File: src/rtl/irq_seq_pkg.sv
package irq_seq_pkg;
  localparam int PSW_W   = 6;
  localparam int BIT_C   = 0;
  localparam int BIT_S   = 1;
  localparam int BIT_Z   = 2;
  localparam int BIT_V   = 3;
  localparam int BIT_IE  = 4;
  localparam int BIT_SUP = 5;

  typedef enum logic [2:0] {
    ST_IDLE,
    ST_PUSH_PC,
    ST_PUSH_PSW,
    ST_VEC,
    ST_POP_PSW,
    ST_POP_PC,
    ST_LOAD_PC
  } seq_st_e;
endpackage

File: src/rtl/irq_seq_rsync.sv
module irq_seq_rsync #(
  parameter int STAGES = 2
) (
  input  logic clk,
  input  logic rst_n,
  output logic rst_ni
);
  logic [STAGES-1:0] chain;

  always_ff @(posedge clk or negedge rst_n) begin
    if (!rst_n) chain <= '0;
    else        chain <= {chain[STAGES-2:0], 1'b1};
  end

  assign rst_ni = chain[STAGES-1];
endmodule

File: src/rtl/irq_seq_pend.sv
module irq_seq_pend (
  input  logic clk,
  input  logic rst_ni,
  input  logic irq_req,
  input  logic clr,
  output logic pend_o
);
  logic pend_q, pend_d;

  always_comb begin
    pend_d = (pend_q & ~clr) | irq_req;
  end

  always_ff @(posedge clk or negedge rst_ni) begin
    if (!rst_ni) pend_q <= 1'b0;
    else         pend_q <= pend_d;
  end

  assign pend_o = pend_q;

  // a pending request survives every cycle that does not serve it
  a_r5_pend_held: assert property (@(posedge clk) disable iff (!rst_ni)
    (pend_q && !clr) |=> pend_q);
endmodule

File: src/rtl/irq_seq_ctrl.sv
module irq_seq_ctrl
  import irq_seq_pkg::*;
(
  input  logic    clk,
  input  logic    rst_ni,
  input  logic    instr_done,
  input  logic    ret_cmd,
  input  logic    irq_pend,
  input  logic    ie,
  output seq_st_e state_o,
  output logic    pend_clr,
  output logic    busy_o
);
  seq_st_e st_q, st_d;

  always_comb begin
    st_d = st_q;
    unique case (st_q)
      ST_IDLE: begin
        if (ret_cmd)                          st_d = ST_POP_PSW;
        else if (instr_done && irq_pend && ie) st_d = ST_PUSH_PC;
      end
      ST_PUSH_PC:  st_d = ST_PUSH_PSW;
      ST_PUSH_PSW: st_d = ST_VEC;
      ST_VEC:      st_d = ST_IDLE;
      ST_POP_PSW:  st_d = ST_POP_PC;
      ST_POP_PC:   st_d = ST_LOAD_PC;
      ST_LOAD_PC:  st_d = ST_IDLE;
      default:     st_d = ST_IDLE;
    endcase
  end

  always_ff @(posedge clk or negedge rst_ni) begin
    if (!rst_ni) st_q <= ST_IDLE;
    else         st_q <= st_d;
  end

  assign state_o  = st_q;
  assign pend_clr = (st_q == ST_VEC);
  assign busy_o   = (st_q != ST_IDLE);

  // the status push follows the PC push directly
  a_r2_push_order: assert property (@(posedge clk) disable iff (!rst_ni)
    (st_q == ST_PUSH_PC) |=> (st_q == ST_PUSH_PSW));
  // the PC pop follows the status pop directly
  a_r6_pop_order: assert property (@(posedge clk) disable iff (!rst_ni)
    (st_q == ST_POP_PSW) |=> (st_q == ST_POP_PC));
  // a return command wins over an entry in the same cycle
  a_r10_ret_first: assert property (@(posedge clk) disable iff (!rst_ni)
    (st_q == ST_IDLE && ret_cmd) |=> (st_q == ST_POP_PSW));
  // no entry while interrupts are masked
  a_r1_masked: assert property (@(posedge clk) disable iff (!rst_ni)
    (st_q == ST_IDLE && !ret_cmd && !ie) |=> (st_q == ST_IDLE));
endmodule

File: src/rtl/irq_seq_regs.sv
module irq_seq_regs
  import irq_seq_pkg::*;
#(
  parameter int DW            = 16,
  parameter int AW            = 8,
  parameter logic [DW-1:0] PC_RST = '0,
  parameter logic [AW-1:0] SP_RST = 8'hF0
) (
  input  logic             clk,
  input  logic             rst_ni,
  input  seq_st_e          state,
  input  logic             pc_ld,
  input  logic [DW-1:0]    pc_in,
  input  logic             psw_ld,
  input  logic [PSW_W-1:0] psw_in,
  input  logic [DW-1:0]    vec_addr,
  input  logic [DW-1:0]    mem_rdata,
  output logic [DW-1:0]    pc_o,
  output logic [PSW_W-1:0] psw_o,
  output logic [AW-1:0]    sp_o,
  output logic             mem_we,
  output logic             mem_re,
  output logic [AW-1:0]    mem_addr,
  output logic [DW-1:0]    mem_wdata
);
  localparam int PAD_W = DW - PSW_W;

  logic [DW-1:0]    pc_q, pc_d;
  logic [PSW_W-1:0] psw_q, psw_d;
  logic [AW-1:0]    sp_q, sp_d;
  logic             pc_en, psw_en, sp_en;
  logic             idle;
  logic [AW-1:0]    sp_dn, sp_up;

  assign idle  = (state == ST_IDLE);
  assign sp_dn = sp_q - 1'b1;
  assign sp_up = sp_q + 1'b1;

  // stack port
  always_comb begin
    mem_we    = (state == ST_PUSH_PC) || (state == ST_PUSH_PSW);
    mem_re    = (state == ST_POP_PSW) || (state == ST_POP_PC);
    mem_addr  = mem_we ? sp_dn : sp_q;
    mem_wdata = (state == ST_PUSH_PC) ? pc_q : {{PAD_W{1'b0}}, psw_q};
  end

  // next-state for the three registers
  always_comb begin
    sp_en = mem_we || mem_re;
    sp_d  = mem_we ? sp_dn : sp_up;

    pc_en = 1'b0;
    pc_d  = pc_q;
    if (idle && pc_ld) begin
      pc_en = 1'b1;
      pc_d  = pc_in;
    end else if (state == ST_VEC) begin
      pc_en = 1'b1;
      pc_d  = vec_addr;
    end else if (state == ST_LOAD_PC) begin
      pc_en = 1'b1;
      pc_d  = mem_rdata;
    end

    psw_en = 1'b0;
    psw_d  = psw_q;
    if (idle && psw_ld) begin
      psw_en = 1'b1;
      psw_d  = psw_in;
    end else if (state == ST_VEC) begin
      psw_en          = 1'b1;
      psw_d[BIT_IE]   = 1'b0;
      psw_d[BIT_SUP]  = 1'b1;
    end else if (state == ST_POP_PC) begin
      psw_en = 1'b1;
      psw_d  = mem_rdata[PSW_W-1:0];
    end
  end

  always_ff @(posedge clk or negedge rst_ni) begin
    if (!rst_ni) begin
      pc_q  <= PC_RST;
      psw_q <= '0;
      sp_q  <= SP_RST;
    end else begin
      if (pc_en)  pc_q  <= pc_d;
      if (psw_en) psw_q <= psw_d;
      if (sp_en)  sp_q  <= sp_d;
    end
  end

  assign pc_o  = pc_q;
  assign psw_o = psw_q;
  assign sp_o  = sp_q;

  // every stack write moves SP one place down
  a_r2_push_dec: assert property (@(posedge clk) disable iff (!rst_ni)
    mem_we |=> (sp_q == AW'($past(sp_q) - 1'b1)));
  // every stack read moves SP one place up
  a_r6_pop_inc: assert property (@(posedge clk) disable iff (!rst_ni)
    mem_re |=> (sp_q == AW'($past(sp_q) + 1'b1)));
  // the vector reaches the PC
  a_r3_vector: assert property (@(posedge clk) disable iff (!rst_ni)
    (state == ST_VEC) |=> (pc_q == $past(vec_addr)));
  // entry masks interrupts and selects supervisor mode, flags kept
  a_r4_mode: assert property (@(posedge clk) disable iff (!rst_ni)
    (state == ST_VEC) |=> (!psw_q[BIT_IE] && psw_q[BIT_SUP] &&
                           psw_q[BIT_V:BIT_C] == $past(psw_q[BIT_V:BIT_C])));
  // processor loads have no effect while a push or the first pop runs
  a_r8_pc_hold: assert property (@(posedge clk) disable iff (!rst_ni)
    (state == ST_PUSH_PC || state == ST_PUSH_PSW || state == ST_POP_PSW)
      |=> $stable(pc_q));
  // never read and write in one cycle
  a_r7_one_strobe: assert property (@(posedge clk) disable iff (!rst_ni)
    !(mem_we && mem_re));
endmodule

File: src/rtl/irq_seq_top.sv
module irq_seq_top
  import irq_seq_pkg::*;
#(
  parameter int DW            = 16,
  parameter int AW            = 8,
  parameter logic [DW-1:0] PC_RST = '0,
  parameter logic [AW-1:0] SP_RST = 8'hF0
) (
  input  logic             clk,
  input  logic             rst_n,
  input  logic             instr_done,
  input  logic             irq_req,
  input  logic             ret_cmd,
  input  logic [DW-1:0]    vec_addr,
  input  logic             pc_ld,
  input  logic [DW-1:0]    pc_in,
  input  logic             psw_ld,
  input  logic [PSW_W-1:0] psw_in,
  output logic [DW-1:0]    pc_o,
  output logic [PSW_W-1:0] psw_o,
  output logic [AW-1:0]    sp_o,
  output logic             mem_we,
  output logic             mem_re,
  output logic [AW-1:0]    mem_addr,
  output logic [DW-1:0]    mem_wdata,
  input  logic [DW-1:0]    mem_rdata,
  output logic             busy
);
  logic    rst_ni;
  logic    pend, pend_clr;
  seq_st_e state;

  irq_seq_rsync #(.STAGES(2)) u_rsync (
    .clk    (clk),
    .rst_n  (rst_n),
    .rst_ni (rst_ni)
  );

  irq_seq_pend u_pend (
    .clk     (clk),
    .rst_ni  (rst_ni),
    .irq_req (irq_req),
    .clr     (pend_clr),
    .pend_o  (pend)
  );

  irq_seq_ctrl u_ctrl (
    .clk        (clk),
    .rst_ni     (rst_ni),
    .instr_done (instr_done),
    .ret_cmd    (ret_cmd),
    .irq_pend   (pend),
    .ie         (psw_o[BIT_IE]),
    .state_o    (state),
    .pend_clr   (pend_clr),
    .busy_o     (busy)
  );

  irq_seq_regs #(
    .DW     (DW),
    .AW     (AW),
    .PC_RST (PC_RST),
    .SP_RST (SP_RST)
  ) u_regs (
    .clk       (clk),
    .rst_ni    (rst_ni),
    .state     (state),
    .pc_ld     (pc_ld),
    .pc_in     (pc_in),
    .psw_ld    (psw_ld),
    .psw_in    (psw_in),
    .vec_addr  (vec_addr),
    .mem_rdata (mem_rdata),
    .pc_o      (pc_o),
    .psw_o     (psw_o),
    .sp_o      (sp_o),
    .mem_we    (mem_we),
    .mem_re    (mem_re),
    .mem_addr  (mem_addr),
    .mem_wdata (mem_wdata)
  );

  // a sequence starts only from a boundary strobe or a return command
  a_r1_start: assert property (@(posedge clk) disable iff (!rst_ni)
    $rose(busy) |-> $past(instr_done || ret_cmd));
  // the first busy cycle carries a stack access
  a_r7_first_access: assert property (@(posedge clk) disable iff (!rst_ni)
    $rose(busy) |-> (mem_we || mem_re));
endmodule

File: config.mk
export PLATFORM = sky130hd
export DESIGN_NAME = irq_seq_top
export DESIGN_NICKNAME = d
export VERILOG_FILES = /design/src/rtl/irq_seq_pkg.sv /design/src/rtl/irq_seq_rsync.sv /design/src/rtl/irq_seq_pend.sv /design/src/rtl/irq_seq_ctrl.sv /design/src/rtl/irq_seq_regs.sv /design/src/rtl/irq_seq_top.sv
export SDC_FILE = /design/constraint.sdc
export NUM_CORES = 1
export LEC_CHECK = 0
export BUFFER_PORTS_ARGS = -buffer_cell sky130_fd_sc_hd__buf_2
export CORE_ASPECT_RATIO = 0.7
export CORE_MARGIN = 2
export CORE_UTILIZATION = 30
export DETAILED_ROUTE_END_ITERATION = 8
export HOLD_SLACK_MARGIN = 0.12
export PLACE_DENSITY = 0.68
export SYNTH_ARGS = -nofsm -noshare
export SYNTH_HDL_FRONTEND = slang
export SYNTH_SLANG_ARGS = --single-unit
File: constraint.sdc
create_clock -name clk -period 1.7 [get_ports clk]
set_clock_uncertainty 0.1 [all_clocks]
set_input_delay 0.085 -clock clk [delete_from_list [all_inputs] [get_ports clk]]
set_output_delay 0.085 -clock clk [all_outputs]
set_load 0.02 [all_outputs]
==> results of run 1 <==
[stage by stage]
step                setup slack (ns)  instances
floorplan                     -0.357        262
global placement              -0.229        490
detailed placement            -0.233        490
CTS                           -0.499        545
global route                  -0.543        549
finish                        -0.496        549
[where the power goes]
part           internal [mW]  total (mW)  leakage [nW]  switching (mW)
registers               1.33        1.74         0.409           0.415
logic                   3.73        7.19          1.68            3.45
clock network          0.279       0.588        0.0410           0.308
total                   5.34        9.51          2.13            4.18
[cell families after synthesis]
group | count (synthesis) | share of synthesized area [%]
compound gates | 51 | 13.7
xor+xnor | 13 | 4.87
fa+ha+maj | 4 | 2.14
buf+inv | 29 | 6.26
flops | 36 | 38.8
mux | 25 | 11.8
other cells | 1 | 0.160
simple gates | 103 | 22.4
[metal layers]
metal | up-vias | routed length (um) | GRT usage [%]
met2 | 95 | 4290 | 33.0
met1 | 1354 | 4050 | 26.7
met4 | 0 | 72 | 4.94
met5 | - | 0 | 0
met3 | 7 | 454 | 3.70
li1 | 1286 | - | -
[cell usage in the layout (no fill, tap or decap), drive strengths merged, types with 2 or more instances in the layout]
master       Yosys  final
a211oi           2      2
a21o             2      2
a21oi           11     11
a31oi           16     16
and2            10     10
and3             2      2
and4             2      2
buf             12    179
clkbuf           9      7
dfrtp           32     32
dfstp            4      4
dlygate4sd3      0     23
ha               4      4
inv              8      7
mux2            20     20
mux2i            5      5
nand2           40     40
nand2b           2      2
nand4            2      2
nor2            25     25
nor2b            3      3
nor3             3      3
o21ai            8      8
o22ai            4      4
or3              2      2
or3b             2      2
xnor2            8      8
xor2             5      5
[repair_timing]
action,CTS,global route
gates resized for setup,114,41
gates cloned,4,1
buffers inserted,21,10
hold endpoints to repair,20,0
hold buffers,23,0
endpoints found under the setup margin,52,56
pin swaps,21,8
[sequential cells by signal (all words and copies together), names as in the netlist]
| signal | count |
|---|---|
| u_regs.pc_o | 16 |
| u_regs.psw_o | 6 |
| u_rsync.chain | 2 |
| u_pend.pend_o | 1 |
| u_ctrl.state_o | 3 |
| u_regs.sp_o | 8 |
[worst reg2reg max path, stage by stage (launching register included)]
cell and delay, ns:
dfrtp_1 0.43, buf_6 0.13, buf_6 0.10, or3b_4 0.39, a21o_1 0.22, o21ai_4 0.11
buf_6 0.18, mux2_4 0.30
[final timing paths]
path / startpoint / endpoint / slack [ns]
min in group asynchronous: u_rsync.chain[1] / u_regs.psw_o[5] / 0.15
hold / removal: pc_in[4] / u_regs.pc_o[4] / 0.13
setup reg to reg: u_ctrl.state_o[0] / u_regs.pc_o[1] / -0.37
hold reg to reg: u_rsync.chain[1] / u_regs.psw_o[5] / 0.15
setup / recovery: u_regs.sp_o[0] / mem_addr[5] / -0.50
max in group asynchronous: u_rsync.chain[1] / u_regs.sp_o[4] / 0.60
[final cells by class]
cell class              instances  area [sq um]
clock buffers                   6          72.6
well taps                      98           123
flip-flops and latches         36           910
repair buffers                203          1650
clock inverters                 1          5.00
inverters                       8          38.8
multi-input cells             197          1610
fillers                       606          3010
==> results.md, run 1 <==
* WL per Instance at 16.1 um
* DR pass1 iterations at 4
* Die area at 8520 sq um
* Total number of vias at 2742
* Clock sinks at 36
* CP Capture Type: output pin
* Biggest cell delay along the critical path at 0.43 ns
* Req. time, crit path at 1.51 ns
* H-tree Lvls at 2
* Static Leak at 2.13 nW
* Mapped Cells at 262
* Crit-path cells: or3_4, or4_4, or2_4, xnor2_2, buf_4
* Hold violation total from the final report at 0
* Std-Cell Rows at 26
* Syn Area/Cell at 8.92 sq um
* CTS tree: built
* Die height at 77.9 um
* Mapped Area at 2340 sq um
* Area grow syn2layout at 88.7%
* WP depth at 5
* Synth area leader: dfrtp_1
* WL final at 8860 um
* Status: complete, but fails checks
* Final Core Density at 59.4%
* Synth warnings at 0
* Post-route cell area at 4410 sq um
* Layout Nets at 516
* DP HPWL at 5290 um
* CP Class: register to output pin
* Worst Slack Setup Final at -0.496 ns
* Post-synth top area share at 34.3%
* Gr usage total at 19.9%
* Top cells by count, synth: 40 x nand2_1, 32 x dfrtp_1, 25 x nor2_1
* Peak VDD IR at 0.914 mV
* Seq/Total Area, Yosys at 38.8%
* Period utilisation layout at 129%
* Critical path buffers and inverters at 1
* Hold depth at 4
* RSZ-0062 raised after global routing: yes
* Hold Slack at 0.126 ns
* # port buffers at 117
* Max-slew violations at 0
* Initial antenna violation count at 0
* Routability cong. at 0.789
* Crit path arrival time at 2.01 ns
* Initial core utilization at 31.5%
* Vias in the first global route at 2691
* DR DRC count at 0
* Failing checks: negative setup slack
* Placed cell area at 3300 sq um
* DR iter-0 viols at 124
* Post-synthesis net count at 327
* Power Density at 2160 nW/um^2
* IO Pins at 118
* Max clock buf depth at 2
* Fraction of layout cells with a size suffix above 1 at 59.4%
* Total power at 9.51 mW
* Die span in x at 109 um
* Crit-path slowest cell: or4_4
* Setup TNS at -12.60 ns
* Cell with the most instances after synthesis: nand2_1
* CTS Root Cell: clkbuf_8
* Total of max-cap violations at 0
* Worst path top cell family by delay: simple AND/OR/NAND/NOR gates
* Critical Path Fanout Max at 2
* Top cells by area, synth: dfrtp_1 34%, mux2_2 9.6%, nand2_1 6.4%, dfstp_2 4.5%, a31oi_1 4.3%
* Pin count of the biggest net entering global routing at 24
* Async SR Flop Fraction at 100%
* Clock Pin Slew Worst Setup and Hold Paths at 0.07 ns
* Crit start category: register
* Synth Flop Type: dfrtp_1
* Ant. Diodes at 0
* Total CTS buffers at 5
* Number of antenna-violating nets in the routed design at 0
* Core Region at 7420 sq um
* Cell variety after synth at 53
* Max Fclk at 0.455 GHz
* First-pass GRT wire length at 13100 um
* Min cycle time layout at 2.20 ns
* Synth Register Bits at 36
* Total grt overflow at 0
* Vias/cell at 4.99
* Cell depth of the worst flop-to-flop path at 7
* Worst-skew pair later-pin latency at 0.29 ns
* # setup viols final at 50
* Number of synthesized flops with an enable pin at 0
* Worst Hold Class: primary input to register
Power figures use the tool's default switching activity.
==> run 2, diff against run 1 <==
PLACE_DENSITY = 0.67   (was 0.68)
SYNTH_HIERARCHICAL = 1   (was unset)
==> results.md, run 2 <==
* CP startpoint: u_ctrl/state_o[2]
* Post-synthesis mux area share at 13.7%
* Setup TNS at -6.13 ns
* Pin count of the biggest net entering global routing at 35
* Initial core utilization at 31.1%
* Int Power at 5.87 mW
* Number of synthesized flops with an enable pin at 0
* Ant. Diodes at 0
* Crit start category: register
* Layout Nets at 517
* WL per Instance at 16.6 um
* # setup viols final at 43
* Total grt overflow at 0
* Simple-gate portion of the synthesized area at 20.0%
* Combinational Power Share at 72.8%
* Flop pwr share at 17.3%
* Setup WS pre-CTS at -0.102 ns
* Min cycle time layout at 2.00 ns
* Power Density at 2280 nW/um^2
* Most common cell after layout, fill and taps aside: buf_2
* Worst Slack Setup Final at -0.298 ns
* RSZ-0062 raised after global routing: yes
* Period utilisation layout at 118%
* Top cells by count, synth: 62 x nand2_1, 32 x dfrtp_1, 23 x a21oi_1
* CTS tree: built
* Total CTS buffers at 5
* Top cells by area, synth: dfrtp_1 33%, nand2_1 9.5%, mux2_4 6.1%, mux2_2 5.9%, a32oi_1 5.7%
* Std-Cell Rows at 27
* Flop2flop setup slack at -0.18 ns
* Reg-to-reg critical path endpoint: u_regs/pc_o[8]
* First-pass GRT wire length at 13400 um
* Synth warnings at 6
* DR DRC count at 0
* H-tree Lvls at 2
* Static Leak at 2.19 nW
* Status: complete, but fails checks
* Die area at 8960 sq um
* Die span in x at 112 um
* Synth Area in Compound Gates at 16.0%
* Async SR Flop Fraction at 100%
* CTS Root Cell: clkbuf_16
* Area grow syn2layout at 85.9%
* Cell depth of the worst flop-to-flop path at 7
* Layout Cells excl Fill at 554
* Combinational family with the most area after synthesis: simple AND/OR/NAND/NOR gates
* Syn Area/Cell at 8.95 sq um
* Number of antenna-violating nets in the routed design at 0
* CP Capture Type: output pin
* Most frequent cells in the layout: 94 x buf_2, 53 x nand2_1, 37 x buf_4
* Worst Hold Class: register to asynchronous set/reset pin
* Routability cong. at 0.806
* Initial antenna violation count at 1
* DR pass1 iterations at 5
* Vias/cell at 5.03
* Core Region at 7910 sq um
* Total of max-cap violations at 0
* Seq/Total Area, Yosys at 36.8%
* Area share of fa/ha/maj cells after synthesis at 2.03%
* Synth area leader: dfrtp_1
* Total number of vias at 2788
* Clock Power Share at 9.9%
* # port buffers at 117
* Critical Path Fanout Max at 5
* Die height at 79.8 um
* DP HPWL at 5860 um
* Max clock buf depth at 2
* XOR/XNOR Fraction of Synth Area at 5.34%
* Post-synth top area share at 32.5%
* Synth Register Bits at 36
* DR iter-0 viols at 92
* Max reg flops at 16
* Worst-skew pair later-pin latency at 0.28 ns
* Req. time, crit path at 1.51 ns
* Switch Pwr at 4.54 mW
* Max Fclk at 0.500 GHz
* Mapped Area at 2460 sq um
* CP Class: register to output pin
* Failing checks: negative setup slack
* IO Pins at 118
* Max-slew violations at 0
* R2R Path Start: u_ctrl/state_o[1]
* Gr usage total at 18.9%
* Post-synthesis net count at 340
* Clock sinks at 36
* WL final at 9190 um
* Peak VDD IR at 1.05 mV
* Mapped Cells at 275
* Fraction of layout cells with a size suffix above 1 at 60.9%
* Cell with the most instances after synthesis: nand2_1
* Switching portion of total power at 43.6%
* Vias in the first global route at 2664
* Worst setup path endpoint: mem_addr[5]
* Crit path arrival time at 1.81 ns
* Clock Pin Slew Worst Setup and Hold Paths at 0.06 ns
* Cell variety after synth at 44
* Hold violation total from the final report at 0
* Synth Flop Type: dfrtp_1
* Placed Cells at 502
[run 2: cell count changes in the layout (fill, tap and decap cells not counted), sizes merged, moves of 5 or more]
cell,before,now
a21oi,11,24
a31oi,16,1
a32oi,1,16
and2,10,0
and3,2,12
buf,179,174
dlygate4sd3,23,17
nand2,40,62
nor2,25,6
[run 2: final cells by class]
type / instances / area (sq um)
Clock buffer: 6 / 129
Sequential cell: 36 / 911
Multi-Input combinational cell: 208 / 1800
Timing Repair Buffer: 192 / 1540
Inverter: 9 / 36.3
Tap cell: 101 / 126
Clock inverter: 2 / 35.0
Fill cell: 669 / 3330
[run 2: critical path, stage by stage (launching register included)]
cell,delay (ns)
dfrtp_2,0.45
nor4_4,0.32
nand2_2,0.10
or3_4,0.37
xnor2_4,0.17
buf_6,0.13
[run 2: logic make-up (layout without fill, tap and decap cells)]
logic type / Yosys count / after routing
other: 1 / 1
muxes: 27 / 27
AOI/OAI and AO/OA: 59 / 59
and+or+nand+nor: 102 / 102
buffers and inverters: 31 / 209
xor gates and xnor gates: 15 / 15
adders and majority gates: 4 / 4
DFF: 36 / 36
[run 2: metal layers]
| layer | routed length [um] | share of wire, % | vias up | GRT usage [%] |
|---|---|---|---|---|
| li1 | - | - | 1327 | - |
| met1 | 3970 | 43 | 1346 | 25.7 |
| met2 | 4590 | 50 | 109 | 31.1 |
| met3 | 576 | 6.3 | 6 | 3.87 |
| met4 | 53 | 0.58 | 0 | 5.00 |
| met5 | 0 | 0 | - | 0 |
[run 2: through the flow]
| step | utilization (%) | area [sq um] | power, mW | hold slack (ns) |
|---|---|---|---|---|
| after floorplan | - | 2520 | 5.23 | -0.311 |
| after global placement | 43.0 | 3400 | 6.96 | -0.230 |
| after detailed placement | 43.0 | 3400 | 7.08 | -0.228 |
| after CTS | 53.0 | 4190 | 9.23 | 0.158 |
| after global routing | 57.9 | 4580 | 11.0 | 0.185 |
| final | 57.9 | 4580 | 10.4 | 0.172 |
[run 2: how the worst min path moves through the flow]
stage,start,end,cells past startpoint
after floorplan,rst_n,u_rsync/chain[0],0
after global placement,rst_n,u_rsync/chain[0],1
after detailed placement,rst_n,u_rsync/chain[0],1
after CTS,pc_in[10],u_regs/pc_o[10],4
after global routing,pc_in[11],u_regs/pc_o[11],4
final,u_rsync/chain[1],u_regs/sp_o[0],1
[run 2: power groups by stage]
| stage | Sequential [mW] | Clock, mW | Combinational (mW) |
|---|---|---|---|
| 2_1_floorplan | 2.12 | 0 | 3.11 |
| 3_3_place_gp | 1.74 | 0 | 5.22 |
| 3_5_place_dp | 1.76 | 0 | 5.32 |
| 4_1_cts | 1.77 | 1.05 | 6.41 |
| 5_1_grt | 1.87 | 1.09 | 8.03 |
| 6_report | 1.80 | 1.03 | 7.58 |
[run 2: what timing repair did]
action,CTS,global route
pin swaps,13,23
buffers inserted,14,13
gates cloned,3,0
hold buffers,17,0
setup endpoints to repair,42,53
resized for setup,75,70
hold endpoints to repair,11,0
